`config.mk`:
```
export PLATFORM = sky130hd
export DESIGN_NAME = pwr_sdn_ctrl
export DESIGN_NICKNAME = d
export VERILOG_FILES = /design/src/rtl/pwr_sdn_pkg.sv /design/src/rtl/pwr_key_gate.sv /design/src/rtl/pwr_pad_latch.sv /design/src/rtl/pwr_wake_rec.sv /design/src/rtl/pwr_sdn_ctrl.sv
export SDC_FILE = /design/constraint.sdc
export NUM_CORES = 1
export LEC_CHECK = 0
export ABC_CLOCK_PERIOD_IN_PS = 2750
export BUFFER_PORTS_ARGS = -buffer_cell sky130_fd_sc_hd__buf_4
export CAP_MARGIN = 40
export CORE_MARGIN = 1.5
export CORE_UTILIZATION = 37
export DETAILED_ROUTE_END_ITERATION = 16
export HOLD_SLACK_MARGIN = 0.12
export MAX_ROUTING_LAYER = met4
export PLACE_DENSITY = 0.81
export RECOVER_POWER = 100
export SYNTH_ARGS = -nofsm -noshare
export SYNTH_HDL_FRONTEND = slang
export SYNTH_SLANG_ARGS = --single-unit
```
`constraint.sdc`:
```
create_clock -name clk -period 2.75 [get_ports clk]
set_input_delay 0.55 -clock clk [delete_from_list [all_inputs] [get_ports clk]]
set_output_delay 0.55 -clock clk [all_outputs]
set_load 0.01 [all_outputs]
```
`src/rtl/pwr_sdn_pkg.sv`:
```
// Shared constants and encodings for the keyed shutdown controller.
package pwr_sdn_pkg;
    // Register word indices on the bus.
    typedef enum logic [1:0] {
        ADR_KEY   = 2'd0,
        ADR_PAD   = 2'd1,
        ADR_WSRC  = 2'd2,
        ADR_FLAGS = 2'd3
    } reg_addr_e;

    // Wakeup source codes.
    typedef enum logic [1:0] {
        WSRC_RST  = 2'd1,
        WSRC_STBY = 2'd2
    } wsrc_e;

    // Bit positions inside the flag word.
    localparam int unsigned FLAG_SD_POS = 17;
    localparam int unsigned FLAG_IO_POS = 16;
    localparam int unsigned WSRC_W      = 2;
endpackage

```
`src/rtl/pwr_key_gate.sv`:
```
// Key gate: compares the key-word write against the magic value and runs
// the shutdown state. Assumes key_wr lasts one cycle per access.
module pwr_key_gate #(
    parameter int unsigned    DATA_W  = 32,
    parameter int unsigned    KEY_W   = 16,
    parameter logic [KEY_W-1:0] KEY_VAL = 16'hA5A5
) (
    input  logic              clk,
    input  logic              rst_n,
    input  logic              key_wr,
    input  logic [DATA_W-1:0] wr_data,
    input  logic              wake_rst,
    input  logic              wake_io,
    output logic              sdn_enter,
    output logic              sdn_exit,
    output logic              sdn_req,
    output logic              sdn_active
);
    localparam logic [DATA_W-1:0] KEY_MASK = {{(DATA_W-KEY_W){1'b0}}, {KEY_W{1'b1}}};
    localparam logic [DATA_W-1:0] KEY_WORD = DATA_W'(KEY_VAL);

    logic key_match;

    // Decode an accepted key and a qualifying wakeup.
    always_comb begin
        key_match = (wr_data & KEY_MASK) == KEY_WORD;
        sdn_enter = key_wr && key_match && !sdn_active;
        sdn_exit  = sdn_active && (wake_rst || wake_io);
    end

    // Pulse and held level of the shutdown request.
    always_ff @(posedge clk) begin
        if (!rst_n) begin
            sdn_req    <= 1'b0;
            sdn_active <= 1'b0;
        end else begin
            sdn_req <= sdn_enter;
            if (sdn_enter)
                sdn_active <= 1'b1;
            else if (sdn_exit)
                sdn_active <= 1'b0;
        end
    end


    req_one_cycle_chk: assert property (@(posedge clk) disable iff (!rst_n)
        sdn_req |=> !sdn_req);

    req_with_active_chk: assert property (@(posedge clk) disable iff (!rst_n)
        sdn_req |-> sdn_active);

    active_leave_on_wake_chk: assert property (@(posedge clk) disable iff (!rst_n)
        $fell(sdn_active) |-> $past(wake_rst || wake_io));
endmodule

```
`src/rtl/pwr_pad_latch.sv`:
```
// Pad latch: holds the pad-control bit (1 = pads live). Entry into shutdown
// forces it low; software writes are ignored while shutdown is held.
module pwr_pad_latch (
    input  logic clk,
    input  logic rst_n,
    input  logic sdn_enter,
    input  logic sdn_active,
    input  logic pad_wr,
    input  logic pad_wbit,
    output logic pad_live,
    output logic pad_release,
    output logic pad_sleep
);
    logic wr_ok;

    // Qualify software writes and detect a release.
    always_comb begin
        wr_ok       = pad_wr && !sdn_active;
        pad_release = wr_ok && pad_wbit;
        pad_sleep   = !pad_live;
    end

    // Pad-control bit: reset live, forced low on shutdown entry.
    always_ff @(posedge clk) begin
        if (!rst_n)
            pad_live <= 1'b1;
        else if (sdn_enter)
            pad_live <= 1'b0;
        else if (wr_ok)
            pad_live <= pad_wbit;
    end


    pads_held_in_sdn_chk: assert property (@(posedge clk) disable iff (!rst_n)
        sdn_active |-> !pad_live);

    pads_sleep_on_entry_chk: assert property (@(posedge clk) disable iff (!rst_n)
        $rose(sdn_active) |-> pad_sleep);

    pad_frozen_in_sdn_chk: assert property (@(posedge clk) disable iff (!rst_n)
        (sdn_active && pad_wr) |=> !pad_live);
endmodule

```
`src/rtl/pwr_wake_rec.sv`:
```
// Wake recorder: captures the wakeup source code and the shutdown-exit
// flags. Assumes exit and release never coincide (release needs !active).
module pwr_wake_rec
    import pwr_sdn_pkg::*;
(
    input  logic              clk,
    input  logic              rst_n,
    input  logic              sdn_active,
    input  logic              sdn_exit,
    input  logic              pad_release,
    input  logic              wake_stby,
    input  logic              wake_rst,
    input  logic              wake_io,
    output logic [WSRC_W-1:0] wsrc,
    output logic              sd_flag,
    output logic              io_flag
);
    // Shutdown-exit flags, cleared by pad release.
    always_ff @(posedge clk) begin
        if (!rst_n) begin
            sd_flag <= 1'b0;
            io_flag <= 1'b0;
        end else if (sdn_exit) begin
            sd_flag <= 1'b1;
            io_flag <= wake_io;
        end else if (pad_release) begin
            sd_flag <= 1'b0;
            io_flag <= 1'b0;
        end
    end

    // Wakeup source code, reset exit taking priority over standby.
    always_ff @(posedge clk) begin
        if (!rst_n)
            wsrc <= WSRC_RST;
        else if (sdn_exit || (!sdn_active && wake_rst))
            wsrc <= WSRC_RST;
        else if (!sdn_active && wake_stby)
            wsrc <= WSRC_STBY;
    end


    io_needs_sd_chk: assert property (@(posedge clk) disable iff (!rst_n)
        io_flag |-> sd_flag);

    sd_set_from_sdn_chk: assert property (@(posedge clk) disable iff (!rst_n)
        $rose(sd_flag) |-> $past(sdn_active));

    wsrc_legal_chk: assert property (@(posedge clk) disable iff (!rst_n)
        (wsrc == WSRC_RST) || (wsrc == WSRC_STBY));

    flags_clear_on_release_chk: assert property (@(posedge clk) disable iff (!rst_n)
        pad_release |=> (!sd_flag && !io_flag));
endmodule

```
`src/rtl/pwr_sdn_ctrl.sv`:
```
// Top: bus decode, registered read mux, and wiring of key gate, pad latch
// and wake recorder. Assumes DATA_W > 17 so the flag bits fit.
module pwr_sdn_ctrl
    import pwr_sdn_pkg::*;
#(
    parameter int unsigned      DATA_W  = 32,
    parameter int unsigned      ADDR_W  = 2,
    parameter int unsigned      KEY_W   = 16,
    parameter logic [KEY_W-1:0] KEY_VAL = 16'hA5A5
) (
    input  logic              clk,
    input  logic              rst_n,
    input  logic              bus_valid,
    input  logic              bus_write,
    input  logic [ADDR_W-1:0] bus_addr,
    input  logic [DATA_W-1:0] bus_wdata,
    output logic [DATA_W-1:0] bus_rdata,
    input  logic              wake_stby,
    input  logic              wake_rst,
    input  logic              wake_io,
    output logic              sdn_req,
    output logic              sdn_active,
    output logic              pad_sleep
);
    localparam logic [DATA_W-1:0] PAD_MASK = DATA_W'(1);

    logic              key_wr, pad_wr, pad_wbit, rd_en;
    logic              sdn_enter, sdn_exit, pad_live, pad_release;
    logic              sd_flag, io_flag;
    logic [WSRC_W-1:0] wsrc;
    logic [DATA_W-1:0] rd_next;

    // Bus write decode.
    always_comb begin
        key_wr   = bus_valid && bus_write && (bus_addr == ADDR_W'(ADR_KEY));
        pad_wr   = bus_valid && bus_write && (bus_addr == ADDR_W'(ADR_PAD));
        pad_wbit = (bus_wdata & PAD_MASK) != '0;
        rd_en    = bus_valid && !bus_write;
    end

    pwr_key_gate #(
        .DATA_W (DATA_W),
        .KEY_W  (KEY_W),
        .KEY_VAL(KEY_VAL)
    ) key_gate_i (
        .clk       (clk),
        .rst_n     (rst_n),
        .key_wr    (key_wr),
        .wr_data   (bus_wdata),
        .wake_rst  (wake_rst),
        .wake_io   (wake_io),
        .sdn_enter (sdn_enter),
        .sdn_exit  (sdn_exit),
        .sdn_req   (sdn_req),
        .sdn_active(sdn_active)
    );

    pwr_pad_latch pad_latch_i (
        .clk        (clk),
        .rst_n      (rst_n),
        .sdn_enter  (sdn_enter),
        .sdn_active (sdn_active),
        .pad_wr     (pad_wr),
        .pad_wbit   (pad_wbit),
        .pad_live   (pad_live),
        .pad_release(pad_release),
        .pad_sleep  (pad_sleep)
    );

    pwr_wake_rec wake_rec_i (
        .clk        (clk),
        .rst_n      (rst_n),
        .sdn_active (sdn_active),
        .sdn_exit   (sdn_exit),
        .pad_release(pad_release),
        .wake_stby  (wake_stby),
        .wake_rst   (wake_rst),
        .wake_io    (wake_io),
        .wsrc       (wsrc),
        .sd_flag    (sd_flag),
        .io_flag    (io_flag)
    );

    // Read mux: the key word and unmapped words read as zero.
    always_comb begin
        rd_next = '0;
        if (bus_addr == ADDR_W'(ADR_PAD))
            rd_next[0] = pad_live;
        else if (bus_addr == ADDR_W'(ADR_WSRC))
            rd_next[WSRC_W-1:0] = wsrc;
        else if (bus_addr == ADDR_W'(ADR_FLAGS)) begin
            rd_next[FLAG_SD_POS] = sd_flag;
            rd_next[FLAG_IO_POS] = io_flag;
        end
    end

    // Registered read data, updated on read requests only.
    always_ff @(posedge clk) begin
        if (!rst_n)
            bus_rdata <= '0;
        else if (rd_en)
            bus_rdata <= rd_next;
    end


    key_reads_zero_chk: assert property (@(posedge clk) disable iff (!rst_n)
        (rd_en && bus_addr == ADDR_W'(ADR_KEY)) |=> (bus_rdata == '0));
endmodule

```
### After elaboration in Yosys (flattened, before gate mapping)

Index checks and enable logic that the tools add are counted.

* bits in registers: 11
* bits of input ports: 41
* output and inout port bits: 35
* logic and storage cells: 46

* equality and inequality tests: 4
* mux-type cells: 13
* bitwise gates (word level): 1
* reduce and logical (&&, ||, !) cells: 21

Operators with widths (number)
* $eq 16x16->1 const B: 1
* $logic_and 1x1->1: 11
* $mux 1: 9
* $mux 2: 4
* $reduce_bool 2->1: 3
* $eq 2x2->1 const B: 2
* $logic_not 1->1: 3
* $eq 2x1->1 const B: 1
* $logic_not 2->1: 1
* $logic_or 1x1->1: 2
* $reduce_or 2->1: 1
* $not 1->1: 1

### Depth between registers and ports, before layout

* word-level depth: 6
* mapped depth: 3
* gate-level depth less buffers: 3

### Cells and area by module

Synthesis repeated with hierarchy kept, for this count alone.

* cells, all modules: 87
* area, all modules: 779.5 um^2

Modules (own cells, without submodules)
* pwr_sdn_ctrl: times used 1, cells an instance 52, area each 412.9 um^2, seq. area each 80.1 um^2
* pwr_wake_rec: times used 1, cells an instance 14, area each 161.4 um^2, seq. area each 80.1 um^2
* pwr_key_gate: times used 1, cells an instance 15, area each 132.6 um^2, seq. area each 40.0 um^2
* pwr_pad_latch: times used 1, cells an instance 6, area each 72.6 um^2, seq. area each 20.0 um^2

### Worst setup path before layout

No wires, ideal clock.

* kind: input -> register
* start point: input bus_wdata[12]
* end point: register pad_latch_i.pad_live
* library setup time: 0.122 ns
* arrival: 1.221 ns
* required time: 2.628 ns
* setup slack: 1.407 ns
* stages: 3
* path buffers: 0
* cells stage by stage: and4bb_2 -> nand3_2 -> o32a_1

* cells in the longest elaborated chain, start to end: 4
* elaborated cells between the ends (all ways): 5
* those cells by class: 1 x eq/ne; 1 x mux; 3 x reduce/logical

Ends and longest elaborated chain
* start, declared: RTL line pwr_sdn_ctrl.sv:16 `input logic [DATA_W-1:0] bus_wdata,`
* $eq 16x16->1 *: RTL line pwr_key_gate.sv:26 `key_match = (wr_data & KEY_MASK) == KEY_WORD;`
* $logic_and 1x1->1 * (2 in a row): RTL line pwr_key_gate.sv:27 `sdn_enter = key_wr && key_match && !sdn_active;`
* $mux 1 or $reduce_bool 2->1 (tied branches)
* end signal, assigned: RTL line pwr_pad_latch.sv:30 `pad_live <= pad_wbit;`
* end, declared: RTL line pwr_pad_latch.sv:10 `output logic pad_live,`

Mark *: on every way between the ends. The rest lies on a longest branch, timed or not.
A chain may end at the register's enable or synchronous reset.

### Final worst setup path

* start point: register key_gate_i.sdn_active
* end point: output sdn_active

RTL lines
* start, declared: RTL line pwr_key_gate.sv:17 `output logic sdn_active`
* start signal, assigned: RTL line pwr_key_gate.sv:35 `sdn_active <= 1'b0;`
* start signal, assigned: RTL line pwr_key_gate.sv:39 `sdn_active <= 1'b1;`
* start signal, assigned: RTL line pwr_key_gate.sv:41 `sdn_active <= 1'b0;`
* end, declared: RTL line pwr_sdn_ctrl.sv:22 `output logic sdn_active,`

No word-level cell between the ends.

==> results.json <==
{
  "htree_levels": 1,
  "critical_path_depth": 1,
  "place_ws_ps": 1240,
  "grt_use_total": 0.133,
  "drc": 0,
  "holdBufCountCts": 0,
  "cp_top_family": "flip-flops",
  "drive_gt1_frac": 0.213,
  "hold_depth": 2,
  "fillers": 208,
  "finalCriticalPeriod_ps": 1470,
  "wl_mm": 1.43,
  "clock_latency_ps": 260,
  "die_h_um": 48.0,
  "die-area_um2": 2310,
  "ys_async_sr_fraction": 0,
  "finalCritPeriodShare": 0.534,
  "place_area_um2": 908,
  "dp.cells": 145,
  "hpwl_mm": 1.17,
  "maxSlewViolCount": 0,
  "status": "finished, final reports clean",
  "drv_cap": 0,
  "hp-class": "flip-flop to flip-flop",
  "synthesis.area_um2": 751,
  "setup_tns_ps": 0,
  "antennaDiodeCount": 0,
  "antenna_left": 0,
  "nets": 164,
  "core_um2": 1940,
  "first_pass_iters": 4,
  "yosys_most_used_dff": "dfxtp_1",
  "postCtsSetupBuffers": 0,
  "grt_remaining_overflow": 0,
  "cts_tree": "done",
  "irDropWorstVdd_v": 0.000201,
  "initial_core_util": 0.387,
  "wl_per_cell_um": 9.61,
  "synth_top_area_share": 0.293,
  "yosysMostFrequentCell": "buf_4",
  "stdcell_count": 149,
  "synth_top_area_cell": "dfxtp_1",
  "clkTransAtPathRegs_ps": 70,
  "slowest_stage": "dfxtp_1",
  "ys_top_cells_by_area": "dfxtp_1, buf_4, nor2b_1, nand2_1, nand4b_4",
  "worstSetupEndpoint": "sdn_active",
  "cts-resized-gates": 0,
  "max_stage_delay_ps": 470,
  "port_buffers": 31,
  "max_freq_mhz": 682,
  "path_buf_inv": 1,
  "r2r_cells": 3,
  "crit_type": "flip-flop to output port",
  "critPathArrivalTime_ps": 920,
  "yosysUniqueCellTypes": 28,
  "hold_viol_final": 0,
  "stdcell_area_um2": 881,
  "grt_start_max_net_pins": 10,
  "yosys_warnings": 0,
  "cp_data_required_time_ps": 2200,
  "clockRootBuffer": "clkbuf_4",
  "rows": 16,
  "grt_pass1_wl_mm": 2.02,
  "syn_avg_cell_area_um2": 8.53,
  "antenna_found_initial": 0,
  "fin_skew_ps": 0.832,
  "drtIter0Drc": 11,
  "ys_seq_elements": 11,
  "r2r-start": "key_gate_i.sdn_active$_SDFFE_PN0P_",
  "setup_viol": 0,
  "final_core_util": 0.454,
  "rsz0062_at_grt": "false",
  "via_count": 627,
  "finalPower_mw": 0.340,
  "cp-end-kind": "output port",
  "cts_buffer_depth": 2,
  "yosysSeqAreaShare": 0.293,
  "ys_top_cells_by_count": "buf_4, dfxtp_1, nand2_1, nor2b_1, o21ai_0",
  "synth_edf_count": 0,
  "via_per_inst": 4.21,
  "cts_buffers": 3,
  "syn_inst": 88,
  "first_global_vias": 509,
  "cts_num_sinks": 11,
  "p_leak_nw": 0.396,
  "die-width_um": 48.0,
  "crit_chain": "clkbuf_1",
  "cp-start-kind": "flip-flop",
  "rrSetupSlack_ps": 1510,
  "power_density_nw_per_um2": 386,
  "gp_congestion": 0.754,
  "ios": 76,
  "crit_fanout": 9,
  "holdWs_ps": 459,
  "worst_slack_ps": 1280,
  "critPathLaunch": "key_gate_i.sdn_active$_SDFFE_PN0P_",
  "reg2reg_to": "wake_rec_i.io_flag$_SDFFE_PN0P_",
  "synthToLayoutAreaGrowth_pct": 17.3
}
## cells in the final DEF, fill, tap and decap left out, types with 2 or more instances in the layout
cell / netlist / layout
conb_1: 1 / 28
inv_1: 3 / 3
clkbuf_1: 0 / 10
o22ai_1: 2 / 2
dfxtp_1: 11 / 11
o21ai_0: 4 / 4
nand3_1: 2 / 3
a21boi_0: 3 / 3
clkbuf_4: 0 / 3
nor2_1: 3 / 3
nor2b_1: 5 / 5
nand2_1: 7 / 7
nand4_1: 2 / 2
nand2b_1: 2 / 2
buf_4: 28 / 22
## how the worst min path moves through the flow
stage	to	start	slack, ps
global placement	wake_rec_i.io_flag$_SDFFE_PN0P_	wake_rec_i.io_flag$_SDFFE_PN0P_	450
finish	bus_rdata[17]$_SDFFE_PN0P_	bus_rdata[17]$_SDFFE_PN0P_	460
global route	bus_rdata[17]$_SDFFE_PN0P_	bus_rdata[17]$_SDFFE_PN0P_	500
detailed placement	bus_rdata[17]$_SDFFE_PN0P_	bus_rdata[17]$_SDFFE_PN0P_	460
floorplan	wake_rec_i.io_flag$_SDFFE_PN0P_	wake_rec_i.io_flag$_SDFFE_PN0P_	440
CTS	bus_rdata[17]$_SDFFE_PN0P_	bus_rdata[17]$_SDFFE_PN0P_	470
## where the power goes
group          switching [mW]  total, mW  leakage, nW  internal, mW
Combinational          0.0362     0.0671        0.291        0.0309
Sequential            0.00209      0.164       0.0893         0.162
Clock                  0.0522      0.108       0.0150        0.0561
Total                  0.0905      0.340        0.396         0.249
## state kept, by name, indices dropped and copies added, names as in the netlist
name                   cells
wake_rec_i.sd_flag         1
bus_rdata                  4
key_gate_i.sdn_req         1
key_gate_i.sdn_active      1
wake_rec_i.io_flag         1
wake_rec_i.wsrc            2
pad_latch_i.pad_live       1
## cells by family (layout without fill, tap and decap cells)
logic type	count (synthesis)	in the layout	share of synthesized area
other cells	1	28	0.00500
simple gates	31	31	0.277
buf+inv	31	38	0.295
compound gates	14	14	0.130
flops	11	11	0.293
## final cells by class
| type | instances | area (µm²) | area share |
|---|---|---|---|
| sequential | 11 | 220 | 0.250 |
| multi-input combinational | 73 | 390 | 0.443 |
| timing repair buffer | 31 | 199 | 0.226 |
| tap | 27 | 33.8 | 0.0384 |
| inverter | 3 | 11.3 | 0.0128 |
| clock buffer | 4 | 26.3 | 0.0298 |
## metal layers
| layer | global-route usage | routed length, µm |
|---|---|---|
| met1 | 0.140 | 584 |
| met3 | 0.0453 | 145 |
| met5 | - | 0 |
| met4 | 0.0486 | 8 |
| met2 | 0.227 | 693 |
Note: power is estimated with default switching activity, not from simulation.
